**config.mk**
```make
export PLATFORM = sky130hd
export DESIGN_NAME = eint_ctrl
export DESIGN_NICKNAME = d
export VERILOG_FILES = /design/src/rtl/eint_pkg.sv /design/src/rtl/eint_sync_edge.sv /design/src/rtl/eint_arb.sv /design/src/rtl/eint_regs.sv /design/src/rtl/eint_ctrl.sv
export SDC_FILE = /design/constraint.sdc
export NUM_CORES = 1
export LEC_CHECK = 0
export ABC_CLOCK_PERIOD_IN_PS = 12350
export BUFFER_PORTS_ARGS = -buffer_cell sky130_fd_sc_hd__buf_2
export CAP_MARGIN = 20
export CORE_UTILIZATION = 51
export DETAILED_ROUTE_END_ITERATION = 12
export GPL_TIMING_DRIVEN = 0
export HOLD_SLACK_MARGIN = 0.03
export PLACE_DENSITY = 0.73
export SYNTH_ARGS = -nofsm -noshare
export SYNTH_HDL_FRONTEND = slang
export SYNTH_SLANG_ARGS = --single-unit
```
**constraint.sdc**
```tcl
create_clock -name clk -period 12.35 [get_ports clk]
set_input_delay 2.47 -clock clk [delete_from_list [all_inputs] [get_ports clk]]
set_output_delay 2.47 -clock clk [all_outputs]
set_load 0.005 [all_outputs]
```
**src/rtl/eint_pkg.sv**
```systemverilog
package eint_pkg;
  localparam int EINT_NSRC     = 8;
  localparam int EINT_LVL_W    = 3;
  localparam int EINT_ADDR_W   = 3;
  localparam int EINT_DATA_W   = 8;
  localparam int EINT_TRACE_AD = 4;
  localparam int EINT_VEC_W    = 8;
  localparam int EINT_VEC_L1   = 25;
  localparam int EINT_SYNC     = 2;
endpackage

```
**src/rtl/eint_sync_edge.sv**
```systemverilog
module eint_sync_edge #(
  parameter int STAGES = 2
) (
  input  logic clk,
  input  logic rst_n,
  input  logic pin_n_i,
  input  logic en_i,
  output logic fall_o
);
  localparam int DEPTH = STAGES + 1;

  logic [DEPTH-1:0] sh_q;
  logic [DEPTH-1:0] sh_d;

  always_comb begin
    sh_d = {sh_q[DEPTH-2:0], pin_n_i};
  end

  always_ff @(posedge clk or negedge rst_n) begin
    if (!rst_n) sh_q <= '1;
    else        sh_q <= sh_d;
  end

  // previous synchronized value high, current low
  assign fall_o = en_i & sh_q[DEPTH-1] & ~sh_q[DEPTH-2];
endmodule

```
**src/rtl/eint_arb.sv**
```systemverilog
module eint_arb #(
  parameter int NSRC  = 8,
  parameter int LVL_W = 3
) (
  input  logic [NSRC-1:0]       pend_i,
  input  logic [NSRC*LVL_W-1:0] lvl_flat_i,
  input  logic [LVL_W-1:0]      ack_lvl_i,
  output logic [LVL_W-1:0]      max_lvl_o,
  output logic                  ack_hit_o,
  output logic [NSRC-1:0]       ack_sel_o
);
  always_comb begin
    logic [LVL_W-1:0] lv;
    max_lvl_o = '0;
    for (int i = 0; i < NSRC; i++) begin
      lv = lvl_flat_i[i*LVL_W +: LVL_W];
      if (pend_i[i] && (lv > max_lvl_o)) max_lvl_o = lv;
    end
  end

  always_comb begin
    logic [LVL_W-1:0] lw;
    ack_sel_o = '0;
    ack_hit_o = 1'b0;
    for (int i = 0; i < NSRC; i++) begin
      lw = lvl_flat_i[i*LVL_W +: LVL_W];
      if (!ack_hit_o && pend_i[i] && (lw == ack_lvl_i) && (ack_lvl_i != '0)) begin
        ack_sel_o[i] = 1'b1;
        ack_hit_o    = 1'b1;
      end
    end
  end
endmodule

```
**src/rtl/eint_regs.sv**
```systemverilog
module eint_regs #(
  parameter int NSRC     = 8,
  parameter int LVL_W    = 3,
  parameter int ADDR_W   = 3,
  parameter int DATA_W   = 8,
  parameter int TRACE_AD = 4
) (
  input  logic                  clk,
  input  logic                  rst_n,
  input  logic [NSRC-1:0]       fall_i,
  input  logic [NSRC-1:0]       ack_clr_i,
  input  logic [ADDR_W-1:0]     addr_i,
  input  logic                  wr_en_i,
  input  logic [DATA_W-1:0]     wdata_i,
  output logic [NSRC-1:0]       pend_o,
  output logic [NSRC-1:0]       trace_o,
  output logic [NSRC*LVL_W-1:0] lvl_flat_o,
  output logic [DATA_W-1:0]     rdata_o
);
  localparam int NPROG = NSRC - 1;
  localparam int NREG  = NSRC / 2;
  localparam int NIB   = DATA_W / 2;

  logic [LVL_W-1:0] lvl_q   [NPROG];
  logic [LVL_W-1:0] lvl_d   [NPROG];
  logic [NPROG-1:0] lvl_we;
  logic [LVL_W-1:0] lvl_all [NSRC];
  logic [NSRC-1:0]  pend_q, pend_d, pend_clr;
  logic [NSRC-1:0]  trace_q, trace_d, trace_clr;
  logic             trace_sel;

  assign trace_sel = wr_en_i && (addr_i == ADDR_W'(TRACE_AD));

  always_comb begin
    for (int i = 0; i < NPROG; i++) begin
      lvl_we[i] = wr_en_i && (addr_i == ADDR_W'(i / 2));
      lvl_d[i]  = wdata_i[(i % 2) * NIB +: LVL_W];
    end
  end

  generate
    for (genvar g = 0; g < NSRC; g++) begin : g_src
      if (g == NSRC - 1) begin : g_fixed
        assign lvl_all[g] = '1;
      end else begin : g_prog
        always_ff @(posedge clk or negedge rst_n) begin
          if (!rst_n)         lvl_q[g] <= '0;
          else if (lvl_we[g]) lvl_q[g] <= lvl_d[g];
        end
        assign lvl_all[g] = lvl_q[g];
      end
      assign lvl_flat_o[g*LVL_W +: LVL_W] = lvl_all[g];
    end
  endgenerate

  always_comb begin
    for (int i = 0; i < NSRC; i++) begin
      pend_clr[i]  = wr_en_i && (addr_i == ADDR_W'(i / 2)) &&
                     !wdata_i[(i % 2) * NIB + NIB - 1];
      trace_clr[i] = trace_sel && !wdata_i[i];
    end
    // a fresh edge overrides any clear in the same cycle
    pend_d  = fall_i | (pend_q & ~ack_clr_i & ~pend_clr);
    trace_d = fall_i | (trace_q & ~trace_clr);
  end

  always_ff @(posedge clk or negedge rst_n) begin
    if (!rst_n) begin
      pend_q  <= '0;
      trace_q <= '0;
    end else begin
      pend_q  <= pend_d;
      trace_q <= trace_d;
    end
  end

  always_comb begin
    rdata_o = '0;
    for (int r = 0; r < NREG; r++) begin
      if (addr_i == ADDR_W'(r))
        rdata_o = {pend_q[2*r+1], lvl_all[2*r+1], pend_q[2*r], lvl_all[2*r]};
    end
    if (addr_i == ADDR_W'(TRACE_AD)) rdata_o = trace_q;
  end

  assign pend_o  = pend_q;
  assign trace_o = trace_q;
endmodule

```
**src/rtl/eint_ctrl.sv**
```systemverilog
module eint_ctrl import eint_pkg::*; #(
  parameter int NSRC     = EINT_NSRC,
  parameter int LVL_W    = EINT_LVL_W,
  parameter int ADDR_W   = EINT_ADDR_W,
  parameter int DATA_W   = EINT_DATA_W,
  parameter int TRACE_AD = EINT_TRACE_AD,
  parameter int VEC_W    = EINT_VEC_W,
  parameter int VEC_L1   = EINT_VEC_L1,
  parameter int SYNC     = EINT_SYNC
) (
  input  logic              clk,
  input  logic              rst_n,
  input  logic [NSRC-1:0]   pin_n_i,
  input  logic [NSRC-1:0]   en_i,
  input  logic [ADDR_W-1:0] addr_i,
  input  logic              wr_en_i,
  input  logic [DATA_W-1:0] wdata_i,
  output logic [DATA_W-1:0] rdata_o,
  output logic [LVL_W-1:0]  irq_lvl_o,
  input  logic              ack_i,
  input  logic [LVL_W-1:0]  ack_lvl_i,
  output logic              vec_vld_o,
  output logic [VEC_W-1:0]  vec_o
);
  logic [1:0]              rst_sq;
  logic                    rst_l;
  logic [NSRC-1:0]         fall;
  logic [NSRC-1:0]         pend_q;
  logic [NSRC-1:0]         trace_q;
  logic [NSRC*LVL_W-1:0]   lvl_flat;
  logic [NSRC-1:0]         ack_sel;
  logic [NSRC-1:0]         ack_clr;
  logic                    ack_hit;

  always_ff @(posedge clk or negedge rst_n) begin
    if (!rst_n) rst_sq <= '0;
    else        rst_sq <= {rst_sq[0], 1'b1};
  end
  assign rst_l = rst_sq[1];

  generate
    for (genvar g = 0; g < NSRC; g++) begin : g_pin
      eint_sync_edge #(.STAGES(SYNC)) u_edge (
        .clk     (clk),
        .rst_n   (rst_l),
        .pin_n_i (pin_n_i[g]),
        .en_i    (en_i[g]),
        .fall_o  (fall[g])
      );
    end
  endgenerate

  eint_regs #(
    .NSRC(NSRC), .LVL_W(LVL_W), .ADDR_W(ADDR_W),
    .DATA_W(DATA_W), .TRACE_AD(TRACE_AD)
  ) u_regs (
    .clk        (clk),
    .rst_n      (rst_l),
    .fall_i     (fall),
    .ack_clr_i  (ack_clr),
    .addr_i     (addr_i),
    .wr_en_i    (wr_en_i),
    .wdata_i    (wdata_i),
    .pend_o     (pend_q),
    .trace_o    (trace_q),
    .lvl_flat_o (lvl_flat),
    .rdata_o    (rdata_o)
  );

  eint_arb #(.NSRC(NSRC), .LVL_W(LVL_W)) u_arb (
    .pend_i     (pend_q),
    .lvl_flat_i (lvl_flat),
    .ack_lvl_i  (ack_lvl_i),
    .max_lvl_o  (irq_lvl_o),
    .ack_hit_o  (ack_hit),
    .ack_sel_o  (ack_sel)
  );

  assign ack_clr   = ack_sel & {NSRC{ack_i}};
  assign vec_vld_o = ack_i & ack_hit;
  assign vec_o     = VEC_W'(VEC_L1 - 1) + VEC_W'(ack_lvl_i);
endmodule

```
Word level (Yosys, flattened, before mapping) --
Index checks and enable logic that the tools add are counted.
Storage, ports and cells: flip-flop bits (word level) 63, input port bits 34, output and inout port bits 20, word-level logic and storage cells 170
Cells by class: add/sub/neg operators 1, $lt $le $gt $ge 8, equal/unequal tests 12, multiplexer cells 28, bitwise operators 34, reduce and logical (&&, ||, !) cells 69
Operator list (count):
- 1-bit logical AND | 52
- 8-bit two-way mux | 5
- 8-bit bitwise AND | 4
- 3-bit two-way mux | 8
- 8-bit inverter | 3
- 3-bit equality test | 7
- 3-bit greater-than comparator | 6
- 1-bit bitwise AND | 17
- 8-bit OR | 2
- 1-bit logical NOT | 15
- 1-bit two-way mux | 15
- 1-bit inverter | 8
- 5-bit by 3-bit adder with 6-bit output (first input constant) | 1
- 3-bit by 2-bit equality test with 1-bit output (second input constant) | 2
- 3-bit by 1-bit equality test with 1-bit output (second input constant) | 1
- 3-bit equality test (first input constant) | 1
- 3-bit equality test (second input constant) | 1
- 3-bit by 1-bit greater-than comparator with 1-bit output (second input constant) | 1
- 3-bit greater-than comparator (first input constant) | 1
- 3-bit logical NOT | 1
- 3-bit nonzero test | 1

Longest topological paths before layout --
depth in word-level cells 44, gate-level depth with buffers 40, depth with buffers taken out 40

Modules after synthesis --
Synthesis repeated with hierarchy kept, for this count alone.
Second synthesis, totals: cell total of the unflattened synthesis 413, area total of the unflattened synthesis 4130.2 um^2
By module, submodules not included:
- eint_regs | instances 1, cells an instance 157, area each 1841.8 um^2, seq. area each 925.9 um^2
- eint_arb | instances 1, cells an instance 203, area each 1413.9 um^2, seq. area each 0.0 um^2
- eint_sync_edge | instances 8, cells an instance 4, area each 87.6 um^2, seq. area each 78.8 um^2
- eint_ctrl | instances 1, cells an instance 21, area each 173.9 um^2, seq. area each 50.0 um^2

Worst setup path after synthesis --
Ideal clock, no wire load.
path type register -> output, start register u_regs.pend_q[0] (netlist: u_regs.pend_o[0]), end output irq_lvl_o[2], data arrival time 7.172 ns, data required time 9.880 ns, path slack 2.708 ns, stages on the path, launching flop included 41, path buffers 0, path through dfrtp_1 and2_1 ha_1 nand2b_1 a32oi_2 and2_1 mux2i_1 inv_1 ha_1 nor2_1 a31oi_1 o22ai_1 a21o_1 a32oi_1 ha_1 or2_2 maj3_2 maj3_2 (+5 left out) nand4_1 nor2_1 a31oi_1 ha_1 inv_1 a21oi_1 a21oi_1 maj3_1 nand2_1 inv_1 a311o_1 nand2_1 ha_1 nand3_1 nand2_1 a21oi_1 mux2_2 nand2_1
On the way: word-level cells in the longest chain between the ends 23
Ends and longest elaborated chain:
- from (decl) | RTL line eint_regs.sv:28 | logic [NSRC-1:0] pend_q, pend_d, pend_clr;
- from (signal assigned) | RTL line eint_regs.sv:72 | pend_q <= pend_d;
- 1-bit logical AND * | RTL line eint_arb.sv:17 | if (pend_i[i] && (lv > max_lvl_o)) max_lvl_o = lv;
- 3-bit two-way mux * | RTL line eint_arb.sv:17
- 3-bit greater-than comparator | RTL line eint_arb.sv:17
- 1-bit logical AND | RTL line eint_arb.sv:17
- 3-bit two-way mux * | RTL line eint_arb.sv:17
- 3-bit greater-than comparator | RTL line eint_arb.sv:17
- 1-bit logical AND | RTL line eint_arb.sv:17
- 3-bit two-way mux * | RTL line eint_arb.sv:17
- (+7 left out)
- 1-bit logical AND | RTL line eint_arb.sv:17
- 3-bit two-way mux * | RTL line eint_arb.sv:17
- 3-bit greater-than comparator | RTL line eint_arb.sv:17
- 1-bit logical AND | RTL line eint_arb.sv:17
- 3-bit two-way mux * | RTL line eint_arb.sv:17
- 3-bit greater-than comparator | RTL line eint_arb.sv:17
- 1-bit logical AND | RTL line eint_arb.sv:17
- 3-bit two-way mux * | RTL line eint_arb.sv:17
- to (decl) | RTL line eint_ctrl.sv:19 | output logic [LVL_W-1:0] irq_lvl_o,
Mark *: on every way between the ends. The rest lies on a longest branch, timed or not.

Final worst setup path --
Same ends and word-level chain as after synthesis.

==> flow_summary.ini <==
[status]
status = completed

[global_routing]
use_met3_pct = 5.619
gr-usage-met1_pct = 34.94
grt-ovfl-total = 0
grt_start_max_net_pins = 33
grt_pass1_wl_mm = 14.81
grt_pass1_vias = 3001
busiest_layer = met2
grtUsageMet2_pct = 41.56
grt_usage_pct = 26.67
antenna_found_initial = 0

[yosys]
ys_types = 59
synth_edf_count = 0
synth-simple-area-share_pct = 17.19
yosysTopAreaCell = dfrtp_1
synth_most_common_cell = nand2_1
synth.avg_cell_area_um2 = 9.276
ys_ff_latch = 63
synth_top_family_by_area = compound AO/OA/AOI/OAI gates
post-synth-top-area-fraction_pct = 26.70
synth-xor-area-share_pct = 3.595
synth_area_leaders = dfrtp_1, dfstp_2, nand2_1, o21ai_0, ha_1
synthTopCellsByCount = nand2_1, o21ai_0, dfrtp_1
synthAdderAreaFrac_pct = 4.656
syn_area_um2 = 3655
yosysWarnings = 0
synth_compound_area_share_pct = 19.38
postSynthCellCount = 394
synth-async-reset-ratio_pct = 100.0
ys.flop_type = dfrtp_1
yosys-mux-area-fraction_pct = 5.820
ys_seq_area_share_pct = 43.96

[layout]
antenna_cells = 0
regArea_um2 = 1608
nFillCells = 600
drive_gt1_share_pct = 25.54
area_growth_pct = 16.19
fin_nets = 502
multi_input_area_um2 = 1873
final_core_util_pct = 61.82
final_area_um2 = 4247

[critical_path]
critPathArrivalTime_ps = 8530
critical_path_class = flip-flop to output pin
reg2reg_from = u_regs.lvl_flat_o[7]
crit_path_start = u_regs.pend_o[0]
critPathSlowestCell = dfrtp_1
crit_path_start_kind = flip-flop
cp_slowest_stage_delay_ps = 450
worst_ep_required_time_ps = 9880
endpoint_kind = output pin
critPathMaxFanout = 8

[place]
port_buffers = 47
dpl.hpwl_mm = 6.915
routabilityCongestion = 0.9576
placed_area_um2 = 4046

[pwr]
p_comb_share_pct = 43.2
powerDensity_nw_per_um2 = 191.4
max-vdd-ir-drop_mv = 0.1068
p_seq_share_pct = 35.0
clock_power_share_pct = 21.7
swShare_pct = 39.47
power.switching_mw = 0.3208
leakage_nw = 1.855
intPower_mw = 0.4920

[sta]
max_freq_mhz = 90.94
setup_tns_ps = 0
hold_viol_final = 0
timing.slew.headroom_pct = 29.81
finalClockSkew_ps = 11.04
finalMaxSlewViolations = 0
timing.final.crit_period_ps = 11000
finalSetupViolCount = 0
worstMarginPinSlew_ps = 1051
rsz0062_at_grt = false
fin_crit_sh_pct = 89.04

[detailed_routing]
wl_mm = 9.339
drc_errors = 0
viasPerCell = 5.846
via_count = 3262
routedWlPerCell_um = 16.74
drt_pass1_iterations = 5
drtIter0Drc = 285
ant_nets = 0

[clock_network]
h-tree-depth = 3
hold_buffers = 0
cts_root_buf = clkbuf_8
post_cts_resized = 0
cts_setup_buffers = 0
cts_buffers = 9
tritoncts = built
cts_buffer_depth = 2
cts_sinks = 63
clk_latency_ps = 350
clk_pin_slew_ps = 80

[worst_hold_path]
min_path_type = flip-flop to async pin

[floorplan]
dieHeight_um = 86.66
io-pin-count = 54
core_region_area_um2 = 6869
fp-row-count = 30
fp.dieW_um = 86.66
dieArea_um2 = 7509
initial_utilization_pct = 53.21

[flow_run]
cap_viol_max_count = 0
-- through the flow --
| stage | hold slack (ps) | cells | power (mW) | setup slack (ps) |
|---|---|---|---|---|
| after CTS | 358.2 | 558 | 0.8125 | 1402 |
| final | 331.8 | 558 | 0.8128 | 1353 |
| after floorplan | 331.2 | 398 | 0.5394 | 2708 |
| after global placement | 337.1 | 541 | 0.6169 | 1988 |
| after global routing | 357.3 | 558 | 0.8750 | 767.3 |
| after detailed placement | 346.8 | 542 | 0.6323 | 1812 |
-- state kept, by name, indices dropped and copies added (netlist names) --
name,cells
rst_sq,2
u_regs.lvl_flat_o,21
g_pin.u_edge.sh_q,24
u_regs.pend_o,8
u_regs.trace_o,8
-- area by class of cell --
| cell class | instances | area share, % |
|---|---|---|
| Multi-Input combinational cell | 293 | 44.11 |
| Sequential cell | 63 | 37.86 |
| Timing Repair Buffer | 48 | 6.011 |
| Clock buffer | 11 | 3.830 |
| Tap cell | 96 | 2.829 |
| Buffer | 22 | 2.711 |
| Inverter | 20 | 1.768 |
| Clock inverter | 5 | 0.8839 |
-- worst max-delay path, delay by kind of cell (launching register included) --
family | cells | cell delay (ps)
mux | 2 | 660
simple gates | 15 | 1860
flops | 1 | 450
compound gates | 11 | 2420
fa+ha+maj | 9 | 2480
buf+inv | 4 | 270
-- power by group through the flow --
stage          sequential [mW]  clock, mW  combinational [mW]
2_1_floorplan            0.272          0               0.268
3_3_place_gp             0.286          0               0.331
3_5_place_dp             0.286          0               0.347
4_1_cts                  0.282      0.181               0.349
5_1_grt                  0.288      0.190               0.397
6_report                 0.285      0.177               0.351
-- cell families after synthesis --
logic type / after synthesis
flops: 63
fa+ha+maj: 14
compound gates: 109
xor+xnor: 15
buf+inv: 42
other cells: 2
mux: 20
simple gates: 129
-- per-layer routing --
| metal | wire [um] | up-vias |
|---|---|---|
| met4 | 378 | 0 |
| li1 | - | 1525 |
| met2 | 4305 | 150 |
| met5 | 0 | - |
| met3 | 651 | 34 |
| met1 | 4003 | 1553 |
-- placed cells by master (no fill, tap or decap), drive strengths merged, types with 4 or more instances in the layout --
cell type	n
buf	61
nand2	55
o21ai	41
dfrtp	39
dfstp	24
inv	21
nor2	20
clkbuf	20
a21oi	16
ha	11
nand3	10
mux2i	10
xnor2	10
mux2	10
nor2b	8
nand3b	8
o22ai	7
conb	6
a22oi	5
xor2	5
nand2b	4
o21a	4
and2	4
and3	4
a31oi	4
o211ai	4
-- final timing paths --
check                      slack, ps                 endpoint  cells past startpoint
max                             1350             irq_lvl_o[2]                     41
min in group clk                 360  g_pin[3].u_edge.sh_q[1]                      0
min reg2reg                      330        u_regs.trace_o[0]                      0
max in group asynchronous      10360                rst_sq[1]                      1
max reg2reg                     9870         u_regs.pend_o[7]                     10
min                              330        u_regs.trace_o[0]                      0
Power figures use the tool's default switching activity.
